[config.mk]
export PLATFORM = sky130hd
export DESIGN_NAME = gpio_regfile
export DESIGN_NICKNAME = d
export VERILOG_FILES = /design/src/rtl/gpio_pkg.sv /design/src/rtl/gpio_sync.sv /design/src/rtl/gpio_decode.sv /design/src/rtl/gpio_bank.sv /design/src/rtl/gpio_regfile.sv
export SDC_FILE = /design/constraint.sdc
export NUM_CORES = 1
export LEC_CHECK = 0
export ABC_AREA = 1
export BUFFER_PORTS_ARGS = -buffer_cell sky130_fd_sc_hd__buf_4
export CORE_UTILIZATION = 52
export DETAILED_ROUTE_END_ITERATION = 6
export GPL_ROUTABILITY_DRIVEN = 0
export PLACE_DENSITY_LB_ADDON = 0.15
export SETUP_SLACK_MARGIN = 0.2
export SYNTH_ARGS = -nofsm -noshare
export SYNTH_HDL_FRONTEND = slang
export SYNTH_SLANG_ARGS = --single-unit
[constraint.sdc]
create_clock -name clk -period 2.3 [get_ports clk]
set_clock_uncertainty 0.1 [all_clocks]
set_input_delay 0.46 -clock clk [delete_from_list [all_inputs] [get_ports clk]]
set_output_delay 0.46 -clock clk [all_outputs]
set_load 0.005 [all_outputs]
[src/rtl/gpio_pkg.sv]
package gpio_pkg;
  localparam int BUS_W  = 32;
  localparam int LANES  = BUS_W / 8;
  localparam int WORD_LSB = 2;

  typedef enum logic [2:0] {
    SEL_NONE,
    SEL_D1,
    SEL_T1,
    SEL_D2,
    SEL_T2
  } reg_sel_e;

  localparam logic [1:0] IDX_D1 = 2'd0;
  localparam logic [1:0] IDX_T1 = 2'd1;
  localparam logic [1:0] IDX_D2 = 2'd2;
  localparam logic [1:0] IDX_T2 = 2'd3;
endpackage

[src/rtl/gpio_sync.sv]
module gpio_sync #(
  parameter int W = 32
) (
  input  logic         clk,
  input  logic         rst,
  input  logic [W-1:0] d,
  output logic [W-1:0] q
);
  logic [W-1:0] meta;

  always_ff @(posedge clk) begin
    if (rst) begin
      meta <= '0;
      q    <= '0;
    end else begin
      meta <= d;
      q    <= meta;
    end
  end
endmodule

[src/rtl/gpio_decode.sv]
module gpio_decode
  import gpio_pkg::*;
#(
  parameter int ADDR_W = 8,
  parameter bit DUAL   = 1'b1
) (
  input  logic [ADDR_W-1:0] addr,
  output reg_sel_e          sel
);
  localparam int HI_W = ADDR_W - 4;

  logic aligned;
  logic in_window;

  always_comb begin
    aligned   = (addr[1:0] == 2'b00);
    in_window = (addr[ADDR_W-1:4] == HI_W'(0));
    sel       = SEL_NONE;
    if (aligned && in_window) begin
      unique case (addr[3:2])
        IDX_D1: sel = SEL_D1;
        IDX_T1: sel = SEL_T1;
        IDX_D2: sel = DUAL ? SEL_D2 : SEL_NONE;
        IDX_T2: sel = DUAL ? SEL_T2 : SEL_NONE;
        default: sel = SEL_NONE;
      endcase
    end
  end
endmodule

[src/rtl/gpio_bank.sv]
module gpio_bank
  import gpio_pkg::*;
#(
  parameter int          W        = 32,
  parameter logic [31:0] DATA_RST = 32'h0000_0000,
  parameter logic [31:0] DIR_RST  = 32'hFFFF_FFFF
) (
  input  logic             clk,
  input  logic             rst,
  input  logic             wr_data,
  input  logic             wr_dir,
  input  logic [LANES-1:0] be,
  input  logic [BUS_W-1:0] wdata,
  input  logic [W-1:0]     pin_sync,
  output logic [W-1:0]     data_q,
  output logic [W-1:0]     dir_q,
  output logic [BUS_W-1:0] rd_data,
  output logic [BUS_W-1:0] rd_dir
);
  always_ff @(posedge clk) begin
    if (rst) begin
      data_q <= DATA_RST[W-1:0];
      dir_q  <= DIR_RST[W-1:0];
    end else begin
      for (int i = 0; i < W; i++) begin
        if (be[i/8]) begin
          if (wr_data) data_q[i] <= wdata[i];
          if (wr_dir)  dir_q[i]  <= wdata[i];
        end
      end
    end
  end

  always_comb begin
    rd_data = '0;
    rd_dir  = '0;
    for (int i = 0; i < W; i++) begin
      rd_data[i] = dir_q[i] ? pin_sync[i] : data_q[i];
      rd_dir[i]  = dir_q[i];
    end
  end
endmodule

[src/rtl/gpio_regfile.sv]
module gpio_regfile
  import gpio_pkg::*;
#(
  parameter int          ADDR_W       = 8,
  parameter bit          DUAL         = 1'b1,
  parameter int          CH1_W        = 32,
  parameter int          CH2_W        = 32,
  parameter logic [31:0] CH1_DATA_RST = 32'h0000_0000,
  parameter logic [31:0] CH1_DIR_RST  = 32'hFFFF_FFFF,
  parameter logic [31:0] CH2_DATA_RST = 32'h0000_0000,
  parameter logic [31:0] CH2_DIR_RST  = 32'hFFFF_FFFF
) (
  input  logic              clk,
  input  logic              rst,
  input  logic [ADDR_W-1:0] addr,
  input  logic              wr_en,
  input  logic [3:0]        be,
  input  logic [31:0]       wdata,
  output logic [31:0]       rdata,
  input  logic [CH1_W-1:0]  ch1_pin,
  output logic [CH1_W-1:0]  ch1_out,
  output logic [CH1_W-1:0]  ch1_hiz,
  output logic [CH1_W-1:0]  ch1_sync,
  input  logic [CH2_W-1:0]  ch2_pin,
  output logic [CH2_W-1:0]  ch2_out,
  output logic [CH2_W-1:0]  ch2_hiz,
  output logic [CH2_W-1:0]  ch2_sync
);
  reg_sel_e   sel;
  logic [31:0] c1_rd_data, c1_rd_dir;
  logic [31:0] c2_rd_data, c2_rd_dir;
  logic [31:0] rd_next;

  gpio_decode #(.ADDR_W(ADDR_W), .DUAL(DUAL)) u_dec (
    .addr (addr),
    .sel  (sel)
  );

  gpio_sync #(.W(CH1_W)) u_sync1 (
    .clk (clk), .rst (rst), .d (ch1_pin), .q (ch1_sync)
  );

  gpio_bank #(.W(CH1_W), .DATA_RST(CH1_DATA_RST), .DIR_RST(CH1_DIR_RST)) u_bank1 (
    .clk      (clk),
    .rst      (rst),
    .wr_data  (wr_en && sel == SEL_D1),
    .wr_dir   (wr_en && sel == SEL_T1),
    .be       (be),
    .wdata    (wdata),
    .pin_sync (ch1_sync),
    .data_q   (ch1_out),
    .dir_q    (ch1_hiz),
    .rd_data  (c1_rd_data),
    .rd_dir   (c1_rd_dir)
  );

  generate
    if (DUAL) begin : g_ch2
      gpio_sync #(.W(CH2_W)) u_sync2 (
        .clk (clk), .rst (rst), .d (ch2_pin), .q (ch2_sync)
      );

      gpio_bank #(.W(CH2_W), .DATA_RST(CH2_DATA_RST), .DIR_RST(CH2_DIR_RST)) u_bank2 (
        .clk      (clk),
        .rst      (rst),
        .wr_data  (wr_en && sel == SEL_D2),
        .wr_dir   (wr_en && sel == SEL_T2),
        .be       (be),
        .wdata    (wdata),
        .pin_sync (ch2_sync),
        .data_q   (ch2_out),
        .dir_q    (ch2_hiz),
        .rd_data  (c2_rd_data),
        .rd_dir   (c2_rd_dir)
      );
    end else begin : g_no_ch2
      assign ch2_sync   = '0;
      assign ch2_out    = '0;
      assign ch2_hiz    = '1;
      assign c2_rd_data = '0;
      assign c2_rd_dir  = '0;
    end
  endgenerate

  always_comb begin
    unique case (sel)
      SEL_D1:  rd_next = c1_rd_data;
      SEL_T1:  rd_next = c1_rd_dir;
      SEL_D2:  rd_next = c2_rd_data;
      SEL_T2:  rd_next = c2_rd_dir;
      default: rd_next = '0;
    endcase
  end

  always_ff @(posedge clk) begin
    if (rst) rdata <= '0;
    else     rdata <= rd_next;
  end
endmodule

# == Word level (Yosys, flattened, before mapping) ==
# Cells that the tools add are included.
# op_classes
addsub,0
n_mul,0
div_mod_pow,0
n_lt_le_gt_ge,0
eq_ne,7
shift,0
n_mux,67
bitwise_logic,0
reduce_logical,24
# op_table
cell,count
one-hot mux 32 bit (4 select lines),1
2-to-1 mux 1 bit,64
AND reduction 2 bit,16
one-hot mux 3 bit (4 select lines),1
"== test 3 x 2 -> 1 bit, second input constant",2
logical AND 1 bit,5
"== test 2 bit, second input constant",2
zero test 2 bit,2
zero test 4 bit,1
"== test 3 x 1 -> 1 bit, second input constant",1
"== test 3 bit, second input constant",1
2-to-1 mux 3 bit,1
"== test 2 x 1 -> 1 bit, second input constant",1
# totals
reg_bits,288
latch_bits,0
mem_bits_rw,0
romBits,0
input_bits,111
word_cells,119
memories,0

# == Longest topological paths before layout ==
# Gate-level depths: netlist of the first run.
# logic_depth
word_depth,6
ltp_mapped,11
ltp_nobuf,10

# == Hierarchy ==
# Synthesis of the first run repeated with hierarchy kept, for this count alone.
# unflattened
cells_unflattened,1634
hier_area_um2,11920.2
# by_module_without_submodules
mod,n_inst,cells_per_inst,area_per_inst_um2
gpio_bank,2,443,2989.1
gpio_sync,2,199,1840.5
gpio_regfile,1,335,2177.1
gpio_decode,1,15,83.8

# == Least setup slack after synthesis of the first run ==
# No wires, ideal clock.
# synth_timing
path_kind,input to register
from,in addr[2]
to,reg u_bank1.data_q[15]
setup_time_ns,0.110
arrival_time_ns,1.852
setup_slack_ns,0.238
cell_stages,10
path_cell_list,inv_1 > ha_1 > nor2_4 > nor2_8 > nand2_4 > nor3_4 > buf_6 > nand3_1 > nand2_1 > nor2_1
# synth_between
elab_chain_cells,6
word_cells_on_any_way,9
cone_classes,eq/ne (4); mux (2); reduce/logical (3)
# synth_rtl
item,line_no,source
start: declaration,gpio_regfile.sv:15,"input logic [ADDR_W-1:0] addr,"
"== test 2 bit, or another cell as far along",gpio_decode.sv:20,unique case (addr[3:2])
one-hot mux 3 bit (4 select lines) (*),gpio_decode.sv:20,
2-to-1 mux 3 bit (*),gpio_decode.sv:19,if (aligned && in_window) begin
== test 3 x 1 -> 1 bit (*),gpio_regfile.sv:46,".wr_data (wr_en && sel == SEL_D1),"
logical AND 1 bit (*),gpio_regfile.sv:46,
AND reduction 2 bit (no source line) (*),-,
end signal: assignment,gpio_bank.sv:22,data_q <= DATA_RST[W-1:0];
end signal: indexed assignment,gpio_bank.sv:27,if (wr_data) data_q[i] <= wdata[i];
end: declaration,gpio_bank.sv:15,"output logic [W-1:0] data_q,"
# Every way passes the cells marked *; elsewhere a longest branch is shown, timed or not.
# A chain may end at the register's enable or synchronous reset.

# == Worst setup path after layout of the first run ==
# layout_timing
from,in addr[2]
to,reg g_ch2.u_bank2.dir_q[18]
# layout_between
elab_chain_cells,6
word_cells_on_any_way,9
cone_classes,eq/ne (4); mux (2); reduce/logical (3)
# layout_rtl
item,line_no,source
"== test 2 bit, or another cell as far along",gpio_decode.sv:20,
one-hot mux 3 bit (4 select lines) (*),gpio_decode.sv:20,
2-to-1 mux 3 bit (*),gpio_decode.sv:19,
== test 3 bit (*),gpio_regfile.sv:67,".wr_dir (wr_en && sel == SEL_T2),"
logical AND 1 bit (*),gpio_regfile.sv:67,
AND reduction 2 bit (no source line) (*),-,
end signal: assignment,gpio_bank.sv:23,dir_q <= DIR_RST[W-1:0];
end signal: indexed assignment,gpio_bank.sv:28,if (wr_dir) dir_q[i] <= wdata[i];
end: declaration,gpio_bank.sv:16,"output logic [W-1:0] dir_q,"
# Marks and branches as above.

==> results of run 1 <==
[Yosys cell counts]
cell and n:
clkbuf_1 40, inv_2 4, nand2_4 5, nor2_1 346, nand3_1 155, nor2_8 1
nor2_2 2, o211ai_1 9, inv_1 275, a21oi_1 22, nand4_1 36, buf_2 27
nand4_4 3, nor3_2 1, nand2_1 328, buf_4 1, nor2_4 4, dfxtp_1 288
nand2_2 1, o21ai_0 43, buf_6 3, ha_1 3, nand3_2 1, nor3_4 1
[cell type report]
cell class,instances,area [um2],area share
Sequential cell,288,5770,0.376
Multi-Input combinational cell,961,4230,0.276
Timing Repair Buffer,371,2890,0.188
Inverter,279,1050,0.0685
Clock buffer,42,845,0.0551
Tap cell,275,344,0.0224
Clock inverter,10,209,0.0136
Antenna cell,1,2.50,0.000163
[layer usage]
layer	vias to the layer above	wire, um
met2	494	16400
met4	0	1080
met3	79	3360
met1	5057	13300
met5	-	0
li1	5481	-
[worst max-delay path: stages]
cell and delay, ps:
buf_4 90, inv_1 50, ha_1 260, nor2_4 210
nand3_1 170, nor2_4 200, nand2_2 140, nor2_4 230
inv_2 120, nand2_1 80, nand3_1 60
[through the flow]
step | cell area, um2 | hold slack, ps | total power (W)
2_1_floorplan | 11300 | 288 | 0.00554
3_3_place_gp | 14300 | 289 | 0.00590
3_5_place_dp | 14300 | 292 | 0.00591
4_1_cts | 15300 | 15.9 | 0.0110
5_1_grt | 15300 | 24.8 | 0.0113
6_report | 15300 | 21.4 | 0.0110
[worst min path at each step]
stage                                        to  slack (ps)                               from
3_3_place_gp           u_sync1.q[30]$_SDFF_PP0_         290        u_sync1.meta[30]$_SDFF_PP0_
6_report            u_sync1.meta[28]$_SDFF_PP0_          20                        ch1_pin[28]
2_1_floorplan     g_ch2.u_sync2.q[0]$_SDFF_PP0_         290   g_ch2.u_sync2.meta[0]$_SDFF_PP0_
4_1_cts             u_sync1.meta[28]$_SDFF_PP0_          20                        ch1_pin[28]
3_5_place_dp     g_ch2.u_sync2.q[31]$_SDFF_PP0_         290  g_ch2.u_sync2.meta[31]$_SDFF_PP0_
5_1_grt        g_ch2.u_sync2.meta[9]$_SDFF_PP0_          20                         ch2_pin[9]
[cell usage in the layout, fill, tap and decap left out, types with 2 or more instances in the layout]
cell type and count:
buf_4 363, clkbuf_8 7, a21oi_1 22, o211ai_1 9, inv_1 274, nand3_1 155
clkbuf_16 29, bufinv_16 6, clkinvlp_4 2, nand4_1 36, nand2_1 328, nor2_1 344
nor3_4 2, inv_2 4, nand4_4 3, nor2_4 8, ha_1 3, buf_12 8
clkbuf_1 6, o21ai_0 43, dfxtp_1 288, nand2_4 5
[sequential cells by signal, summed over array words and instances, names as in the netlist]
signal / count
g_ch2.u_bank2.data_q: 32
g_ch2.u_bank2.dir_q: 32
g_ch2.u_sync2.meta: 32
g_ch2.u_sync2.q: 32
rdata: 32
u_bank1.data_q: 32
u_bank1.dir_q: 32
u_sync1.meta: 32
u_sync1.q: 32
[where the power goes]
group / total [W] / internal [W] / switching (W)
Combinational: 0.000660 / 0.000287 / 0.000373
Clock: 0.00516 / 0.00321 / 0.00196
Sequential: 0.00515 / 0.00510 / 0.0000492
Total: 0.0110 / 0.00859 / 0.00238
[logic make-up (layout without fill, tap and decap cells)]
family,after synthesis,in the layout
adders and majority gates,3,3
buffers and inverters,350,702
and+or+nand+nor,884,884
AOI/OAI and AO/OA,74,74
other,0,1
DFF,288,288
==> metrics.csv, run 1 <==
stage,metric,value,unit
timing,RSZ-0062 raised after global routing,no,
logic_synthesis,count of synthesis-stage warnings from yosys,0,
cts,H-Tree Level Count,1,
cts,number of buffers between clock root and the deepest sink,3,
power_and_ir_drop,leakage power,7.96,nW
logic_synthesis,Post-Synth Adder-Cell Area,0.00331,
timing,portion of the clock cycle consumed by the worst path in the final layout,0.759,
cts,number of gates given a new drive strength after cts,0,
worst_hold_path,hold path depth,3,
power_and_ir_drop,highest ir drop seen on vdd,0.638,mV
placed_design,worst setup slack before clock tree synthesis,3.26,ps
grt,grt total ovfl,0,
logic_synthesis,largest cells by area after synthesis,"dfxtp_1 51%, nor2_1 11%, nand2_1 11%",
timing,endpoints failing setup,0,
run,reported max-cap violation count,0,
setup_path,required time of the worst setup path,2610,ps
setup_path,kind of capture point of the worst setup path,register,
floorplanning,starting density of the core,0.534,
floorplanning,die footprint,0.0224,mm2
route,routed via count divided by cell count,4.99,
cts,CTS tree,yes,
placed_design,count of placed standard cells including taps,2174,
logic_synthesis,portion of synthesized cell area occupied by the leading cell type,0.508,
final_layout,Non-Filler Instances,2227,
floorplanning,standard cell core area,0.0212,mm2
logic_synthesis,synthesized area per cell,7.09,um2
timing,slew at the pin with the worst max-slew slack,890,ps
final_layout,"Net count, final",2044,
setup_path,startpoint of the most critical setup path,addr[2],
grt,first-pass GRT wire length,53100,um
grt,global-route usage over all layers,0.299,
setup_path,worst setup slack for register-to-register paths,1080,ps
route,post-detailed-route wirelength per cell,15.3,um
floorplanning,Ports,335,
cts,Post-CTS Setup Bufs,0,
logic_synthesis,"share of synthesized cell area in and, or, nand and nor gates",0.333,
logic_synthesis,instance count of the mapped netlist,1599,
timing,Pins Over Slew Limit,0,
timing,Highest Clock Rate,573,MHz
logic_synthesis,count of state elements after synthesis,288,
setup_path,Worst Setup Path Type,input pin to register,
route,detailed-routing iteration count for the pre-antenna-repair pass,6,
cts,number of buffers inserted for hold repair after clock tree synthesis,0,
route,sum of routed wire length over all layers,34000,um
logic_synthesis,number of unique standard cell types used by synthesis,24,
final_layout,final core utilization,0.723,
floorplanning,num rows,53,
floorplanning,floorplan die width,150,um
setup_path,crit start category,input pin,
worst_hold_path,Hold Path Class,input pin to register,
grt,met3 demand-to-capacity share in global routing,0.0649,
logic_synthesis,share of the synthesized area in compound gates (AO/OA/AOI/OAI),0.0346,
grt,vias in the first global route,10500,
setup_path,Max Fanout on Critical Path,9,
logic_synthesis,post-synth net total,1713,
grt,routing usage on met1,0.362,
timing,total negative slack for setup checks,0,ps
cts,number of buffers added by the clock tree synthesis step,29,
logic_synthesis,xor-xnor portion of the synthesized cell area,0,
route,residual antenna-violating net count after detailed routing,0,
setup_path,endpoint of the most critical setup path,g_ch2.u_bank2.dir_q[18]$_SDFFE_PP1P_,
timing,relative max-transition margin,0.407,
timing,setup slack of the critical path after layout,555,ps
cts,number of clock sinks,288,
route,Via Count,11100,
placed_design,number of buffers inserted by port buffering,334,
route,initial DRC count,667,
logic_synthesis,largest area contributor in the netlist,dfxtp_1,
grt,met2 Use GR,0.512,
grt,number of antenna violations at the first check in global routing,1,
final_layout,growth of design area from synthesis to finish,35.2,%
setup_path,R2R depth,5,
setup_path,source of the worst register-to-register timing path,u_bank1.dir_q[10]$_SDFFE_PP1P_,
setup_path,WP data arrival,2050,ps
final_layout,fill cell instance count of the final layout,1734,
logic_synthesis,cell area after technology mapping,0.0113,mm2
cts,clock-pin slew reported for the worst setup and hold paths after clock tree synthesis,60,ps
floorplanning,height of the die,150,um
final_layout,fraction of layout instances using a drive strength above 1,0.227,
logic_synthesis,portion of the post-synthesis area used by sequential elements,0.508,
placed_design,post-detailed-placement half-perimeter wirelength,23400,um
status,result of the run,"finished, final reports clean",
grt,global route hottest layer,met2,
grt,pin count of the biggest net entering global routing,160,
power_and_ir_drop,power density over the cells,715,mW/mm2
logic_synthesis,dominant combinational cell family by area after synthesis,simple AND/OR/NAND/NOR gates,
setup_path,Reg2Reg Capture Point,rdata[10]$_SDFF_PP0_,
cts,later-pin clock latency in the skew report,540,ps
logic_synthesis,multiplexer share of the synthesized area,0,
timing,minimum period implied by the final worst setup slack,1750,ps
cts,clock tree root driver cell,clkbuf_16,
route,DRC Markers,0,
timing,Final Hold Viols,0,
Note: power is estimated with default switching activity, not from simulation.
==> run 2: changes to the inputs <==
==> constraint.sdc (replaced) <==
create_clock -name clk -period 1.8 [get_ports clk]
set_clock_uncertainty 0.1 [all_clocks]
set_input_delay 0.36 -clock clk [delete_from_list [all_inputs] [get_ports clk]]
set_output_delay 0.36 -clock clk [all_outputs]
set_load 0.005 [all_outputs]
==> run 2 against run 1 <==
Clock-buffer cell count grew 2. Power grew 28%. First-iteration DRC count grew 17%. Largest power group is now registers. Via count grew 6.0%. Design area grew 8.7%. Register-to-register slack lost 490 ps.
==> metrics.csv, run 2 (synthesis gave the netlist of run 1 again) <==
stage,metric,value,unit,change
final_layout,Non-Filler Instances,2343,,+5.2%
final_layout,fraction of layout instances using a drive strength above 1,0.248,,+0.0205
floorplanning,starting density of the core,0.534,,unchanged
floorplanning,die footprint,0.0224,mm2,unchanged
setup_path,crit-path max cell delay,420,ps,+160 ps
floorplanning,standard cell core area,0.0212,mm2,unchanged
timing,Highest Clock Rate,631,MHz,
setup_path,R2R depth,6,,+1
power_and_ir_drop,highest ir drop seen on vdd,0.719,mV,+13%
timing,slew at the pin with the worst max-slew slack,502,ps,-387 ps
placed_design,count of placed standard cells including taps,2190,,+0.74%
route,initial DRC count,779,,+17%
final_layout,Antenna Cells,0,,-1
grt,global-route usage over all layers,0.321,,+0.0223
final_layout,final core utilization,0.785,,+0.0629
grt,pin count of the biggest net entering global routing,100,,-38%
grt,first-pass GRT wire length,56400,um,+6.2%
final_layout,growth of design area from synthesis to finish,47.0,%,
final_layout,most frequent standard cell in the layout excluding fill and tap cells,buf_4,,
power_and_ir_drop,leakage power,8.47,nW,+6.5%
setup_path,kind of cell adding the most delay to the critical path,flip-flops,,
route,post-detailed-route wirelength per cell,16.1,um,+5.1%
power_and_ir_drop,power density over the cells,845,mW/mm2,+18%
final_layout,fill cell instance count of the final layout,1480,,-15%
cts,later-pin clock latency in the skew report,550,ps,about the same
setup_path,number of logic stages on the critical path including buffering,1,,-10
setup_path,"critical path, cell by cell",buf_4,,
placed_design,post-detailed-placement half-perimeter wirelength,23900,um,+2.3%
run,reported max-cap violation count,0,,unchanged
cts,number of buffers added by the clock tree synthesis step,29,,unchanged
worst_hold_path,Hold Path Class,input pin to register,,
setup_path,kind of capture point of the worst setup path,primary output,,
timing,portion of the clock cycle consumed by the worst path in the final layout,0.880,,
setup_path,Max Fanout on Critical Path,5,,-4
timing,RSZ-0062 raised after global routing,yes,,
cts,clock tree root driver cell,clkbuf_16,,
worst_hold_path,hold path depth,3,,unchanged
setup_path,required time of the worst setup path,1340,ps,-1270 ps
cts,H-Tree Level Count,1,,unchanged
placed_design,number of buffers inserted by port buffering,334,,unchanged
grt,vias in the first global route,11100,,+6.6%
timing,relative max-transition margin,0.665,,+0.258
timing,minimum period implied by the final worst setup slack,1580,ps,
power_and_ir_drop,overall power,0.0141,W,+28%
floorplanning,Ports,335,,unchanged
final_layout,"commonest cells after routing, fill and taps aside","368 x buf_4, 342 x nor2_1, 328 x nand2_1, 272 x inv_1, 246 x dfxtp_1",,
status,result of the run,"finished, final reports clean",,
timing,Pins Over Slew Limit,0,,unchanged
floorplanning,num rows,53,,unchanged
cts,number of buffers between clock root and the deepest sink,3,,unchanged
route,DRC Markers,0,,unchanged
route,sum of routed wire length over all layers,37600,um,+11%
setup_path,WP data arrival,1120,ps,-930 ps
floorplanning,floorplan die width,150,um,unchanged
timing,hold slack,73.9,ps,+52.5 ps
setup_path,crit path buf inv count,1,,-2
cts,clock-pin slew reported for the worst setup and hold paths after clock tree synthesis,60,ps,about the same
floorplanning,height of the die,150,um,unchanged
final_layout,"Net count, final",2160,,+5.7%
setup_path,Worst Setup Path Type,register to primary output,,
route,routed via count divided by cell count,5.03,,+0.80%
timing,endpoints failing setup,0,,unchanged
timing,Final Hold Viols,0,,unchanged
grt,grt total ovfl,0,,unchanged
route,detailed-routing iteration count for the pre-antenna-repair pass,5,,-1
cts,CTS tree,yes,,
route,residual antenna-violating net count after detailed routing,0,,unchanged
grt,number of antenna violations at the first check in global routing,0,,-1
setup_path,crit start category,register,,
route,Via Count,11800,,+6.0%
setup_path,library cell contributing the largest single delay on the critical path,dfxtp_1,,
cts,number of clock sinks,288,,unchanged
-- run 2: path summary, 6_finish.rpt --
kind,endpoint,start,slack [ps]
setup / recovery,ch1_hiz[8],u_bank1.dir_q[8]$_SDFFE_PP1P_,220
hold / removal,u_bank1.dir_q[16]$_SDFFE_PP1P_,rst,70
setup reg to reg,rdata[19]$_SDFF_PP0_,u_sync1.q[19]$_SDFF_PP0_,590
hold reg to reg,g_ch2.u_sync2.q[29]$_SDFF_PP0_,g_ch2.u_sync2.meta[29]$_SDFF_PP0_,300
-- run 2: cell type report --
class / instances / area, um2 / share of cell area
flip-flops and latches: 288 / 5820 / 0.349
multi-input cells: 962 / 4310 / 0.258
repair buffers: 486 / 4130 / 0.248
inverters: 279 / 1060 / 0.0634
clock buffers: 44 / 842 / 0.0505
well taps: 275 / 344 / 0.0206
clock inverters: 9 / 174 / 0.0104
-- run 2: timing repair --
| action | in CTS | in global routing |
|---|---|---|
| gates resized for setup | 12 | 37 |
| setup endpoints to repair | 12 | 95 |
| endpoints found under the hold margin | 148 | 0 |
| pin swaps | 0 | 4 |
| buffers inserted | 0 | 1 |
| cloned | 0 | 3 |
| hold buffers | 96 | 0 |
-- run 2: routing by layer --
metal,share of wire,vias to the layer above,track usage,routed length (um)
met5,0,-,0,0
met3,0.091,122,0.0652,3440
met4,0.047,0,0.151,1780
met1,0.38,5364,0.381,14400
li1,-,5722,-,-
met2,0.48,575,0.554,18000
-- run 2: stage by stage --
stage	setup TNS (ps)	instance area, um2	setup slack [ps]
final	0	16700	216
after global routing	0	16700	177
after CTS	0	16500	202
after detailed placement	-37390	14600	-337
after global placement	-34460	14600	-291
after floorplan	-7390	11400	-156
-- run 2: report_power, final --
part / leakage (nW) / internal [W] / total [W] / switching, W
clock network: 0.498 / 0.00393 / 0.00642 / 0.00249
registers: 2.33 / 0.00651 / 0.00658 / 0.0000641
logic: 5.65 / 0.000532 / 0.00108 / 0.000551
total: 8.47 / 0.0110 / 0.0141 / 0.00311
==> run 3: changes to the inputs <==
--- a/config.mk
+++ b/config.mk
@@ -10,6 +10,7 @@
 export CORE_UTILIZATION = 52
 export DETAILED_ROUTE_END_ITERATION = 6
 export GPL_ROUTABILITY_DRIVEN = 0
+export GPL_TIMING_DRIVEN = 0
 export PLACE_DENSITY_LB_ADDON = 0.15
 export SETUP_SLACK_MARGIN = 0.2
 export SYNTH_ARGS = -nofsm -noshare
==> run 3 against run 2 <==
Non-clock buffer count is 42 higher. Wire length is 15% higher. First-iteration DRC count is 49% higher. Clock-buffer cell count is 5 lower. Power is 0.90% lower. Design area is 2.3% higher. Utilization is 1.8 points higher. Sequential power hardly changed. Clock power is 3.4% lower. Flip-flop and latch count stayed put. Worst setup slack worse by 64 ps. Critical path type unchanged.
==> metrics.csv, run 3 (synthesis gave the netlist of run 1 again) <==
stage,metric,value,unit,change
setup_path,kind of capture point of the worst setup path,primary output,,
timing,relative max-transition margin,0.362,,-0.303
setup_path,library cell contributing the largest single delay on the critical path,dfxtp_1,,
grt,pin count of the biggest net entering global routing,15,,-85%
grt,vias in the first global route,11700,,+4.8%
power_and_ir_drop,leakage power,8.70,nW,+2.6%
setup_path,Max Fanout on Critical Path,5,,unchanged
final_layout,"commonest cells after routing, fill and taps aside","353 x buf_4, 327 x nor2_1, 307 x nand2_1, 273 x inv_1, 247 x dfxtp_1",,
route,residual antenna-violating net count after detailed routing,0,,unchanged
route,sum of routed wire length over all layers,43300,um,+15%
floorplanning,num rows,53,,unchanged
cts,CTS tree,yes,,
timing,slew at the pin with the worst max-slew slack,958,ps,+455 ps
setup_path,Worst Setup Path Type,register to primary output,,
grt,number of antenna violations at the first check in global routing,0,,unchanged
setup_path,"critical path, cell by cell",buf_4,,
status,result of the run,"finished, final reports clean",,
setup_path,kind of cell adding the most delay to the critical path,flip-flops,,
floorplanning,die footprint,0.0224,mm2,unchanged
placed_design,post-detailed-placement half-perimeter wirelength,27600,um,+15%
timing,RSZ-0062 raised after global routing,yes,,
setup_path,crit-path max cell delay,460,ps,+40 ps
timing,Pins Over Slew Limit,0,,unchanged
power_and_ir_drop,highest ir drop seen on vdd,0.708,mV,-1.5%
timing,Highest Clock Rate,607,MHz,-3.9%
floorplanning,starting density of the core,0.534,,unchanged
floorplanning,Ports,335,,unchanged
setup_path,WP data arrival,1190,ps,+70 ps
route,routed via count divided by cell count,5.27,,+4.7%
grt,first-pass GRT wire length,62300,um,+11%
setup_path,crit path buf inv count,1,,unchanged
power_and_ir_drop,power density over the cells,819,mW/mm2,-3.1%
cts,later-pin clock latency in the skew report,550,ps,about the same
setup_path,crit start category,register,,
final_layout,most frequent standard cell in the layout excluding fill and tap cells,buf_4,,
route,initial DRC count,1159,,+49%
route,DRC Markers,0,,unchanged
run,reported max-cap violation count,0,,unchanged
cts,clock tree root driver cell,clkbuf_16,,
timing,total negative slack for setup checks,0,ps,unchanged
placed_design,number of buffers inserted by port buffering,333,,-0.30%
cts,number of clock sinks,288,,unchanged
timing,endpoints failing setup,0,,unchanged
grt,grt total ovfl,0,,unchanged
final_layout,final core utilization,0.803,,+0.0177
grt,global-route usage over all layers,0.365,,+0.0440
timing,minimum period implied by the final worst setup slack,1650,ps,+63.8 ps
cts,clock-pin slew reported for the worst setup and hold paths after clock tree synthesis,70,ps,about the same
route,detailed-routing iteration count for the pre-antenna-repair pass,6,,+1
final_layout,fill cell instance count of the final layout,1425,,-3.7%
route,post-detailed-route wirelength per cell,18.2,um,+13%
cts,H-Tree Level Count,1,,unchanged
cts,number of buffers added by the clock tree synthesis step,29,,unchanged
timing,portion of the clock cycle consumed by the worst path in the final layout,0.915,,+0.0355
timing,Final Hold Viols,0,,unchanged
floorplanning,floorplan die width,150,um,unchanged
worst_hold_path,Hold Path Class,input pin to register,,
setup_path,required time of the worst setup path,1340,ps,about the same
cts,number of buffers between clock root and the deepest sink,3,,unchanged
final_layout,"Net count, final",2201,,+1.9%
floorplanning,standard cell core area,0.0212,mm2,unchanged
final_layout,growth of design area from synthesis to finish,50.3,%,
route,Via Count,12500,,+6.5%
floorplanning,height of the die,150,um,unchanged
final_layout,Antenna Cells,0,,unchanged
final_layout,fraction of layout instances using a drive strength above 1,0.279,,+0.0318
run 3: path summary, 6_finish.rpt:
| kind | slack, ps | cells past startpoint | start | end |
|---|---|---|---|---|
| max | 150 | 1 | g_ch2.u_bank2.dir_q[15]$_SDFFE_PP1P_ | ch2_hiz[15] |
| min reg2reg | 290 | 2 | u_sync1.meta[17]$_SDFF_PP0_ | u_sync1.q[17]$_SDFF_PP0_ |
| max reg2reg | 580 | 6 | g_ch2.u_bank2.data_q[19]$_SDFFE_PP0P_ | rdata[19]$_SDFF_PP0_ |
| min | 170 | 5 | be[2] | g_ch2.u_bank2.data_q[18]$_SDFFE_PP0P_ |
run 3: power breakdown:
| part | internal, W | total, W | switching (W) |
|---|---|---|---|
| registers | 0.00651 | 0.00658 | 0.0000659 |
| clock network | 0.00366 | 0.00620 | 0.00254 |
| logic | 0.000540 | 0.00117 | 0.000631 |
run 3: area by class of cell:
type	count	area, um2	share of cell area
inverter	279	1060	0.0621
timing repair buffer	457	3820	0.224
sequential	288	5820	0.341
buffer	71	470	0.0276
clock buffer	39	833	0.0489
clock inverter	13	151	0.00888
tap	275	344	0.0202
multi-input combinational	961	4550	0.267
run 3: tightest hold or removal path, cell delays in order:
cell and delay [ps]:
buf_4 120, nand4_4 160, nand2_1 60, nand2_1 50, nor2_1 30
run 3: timing repair:
item | in CTS | in global routing
buffers inserted | 11 | 12
setup endpoints to repair | 184 | 167
gates resized for setup | 27 | 157
hold buffers | 96 | 0
pin swaps | 9 | 36
hold endpoints to repair | 152 | 0
gates cloned | 0 | 5
run 3: layer usage:
layer  GRT usage  part of all wire  wire (um)  vias to the layer above
li1            -                 -          -                     5817
met1       0.435              0.37      16000                     5782
met2       0.619              0.47      20500                      792
met3      0.0774              0.11       4640                      158
met4       0.182             0.049       2110                        0
met5           0                 0          0                        -
run 3: per-stage QoR:
step                setup WS [ps]  hold slack, ps  cells  power (W)  instance area (um2)
floorplan                    -156             288   1599    0.00709                11400
global placement             -732             289   2207    0.00759                14300
detailed placement           -764             292   2207    0.00761                14300
CTS                           190             149   2366     0.0139                16400
global route                  114             188   2383     0.0143                17000
finish                        152             169   2383     0.0140                17000
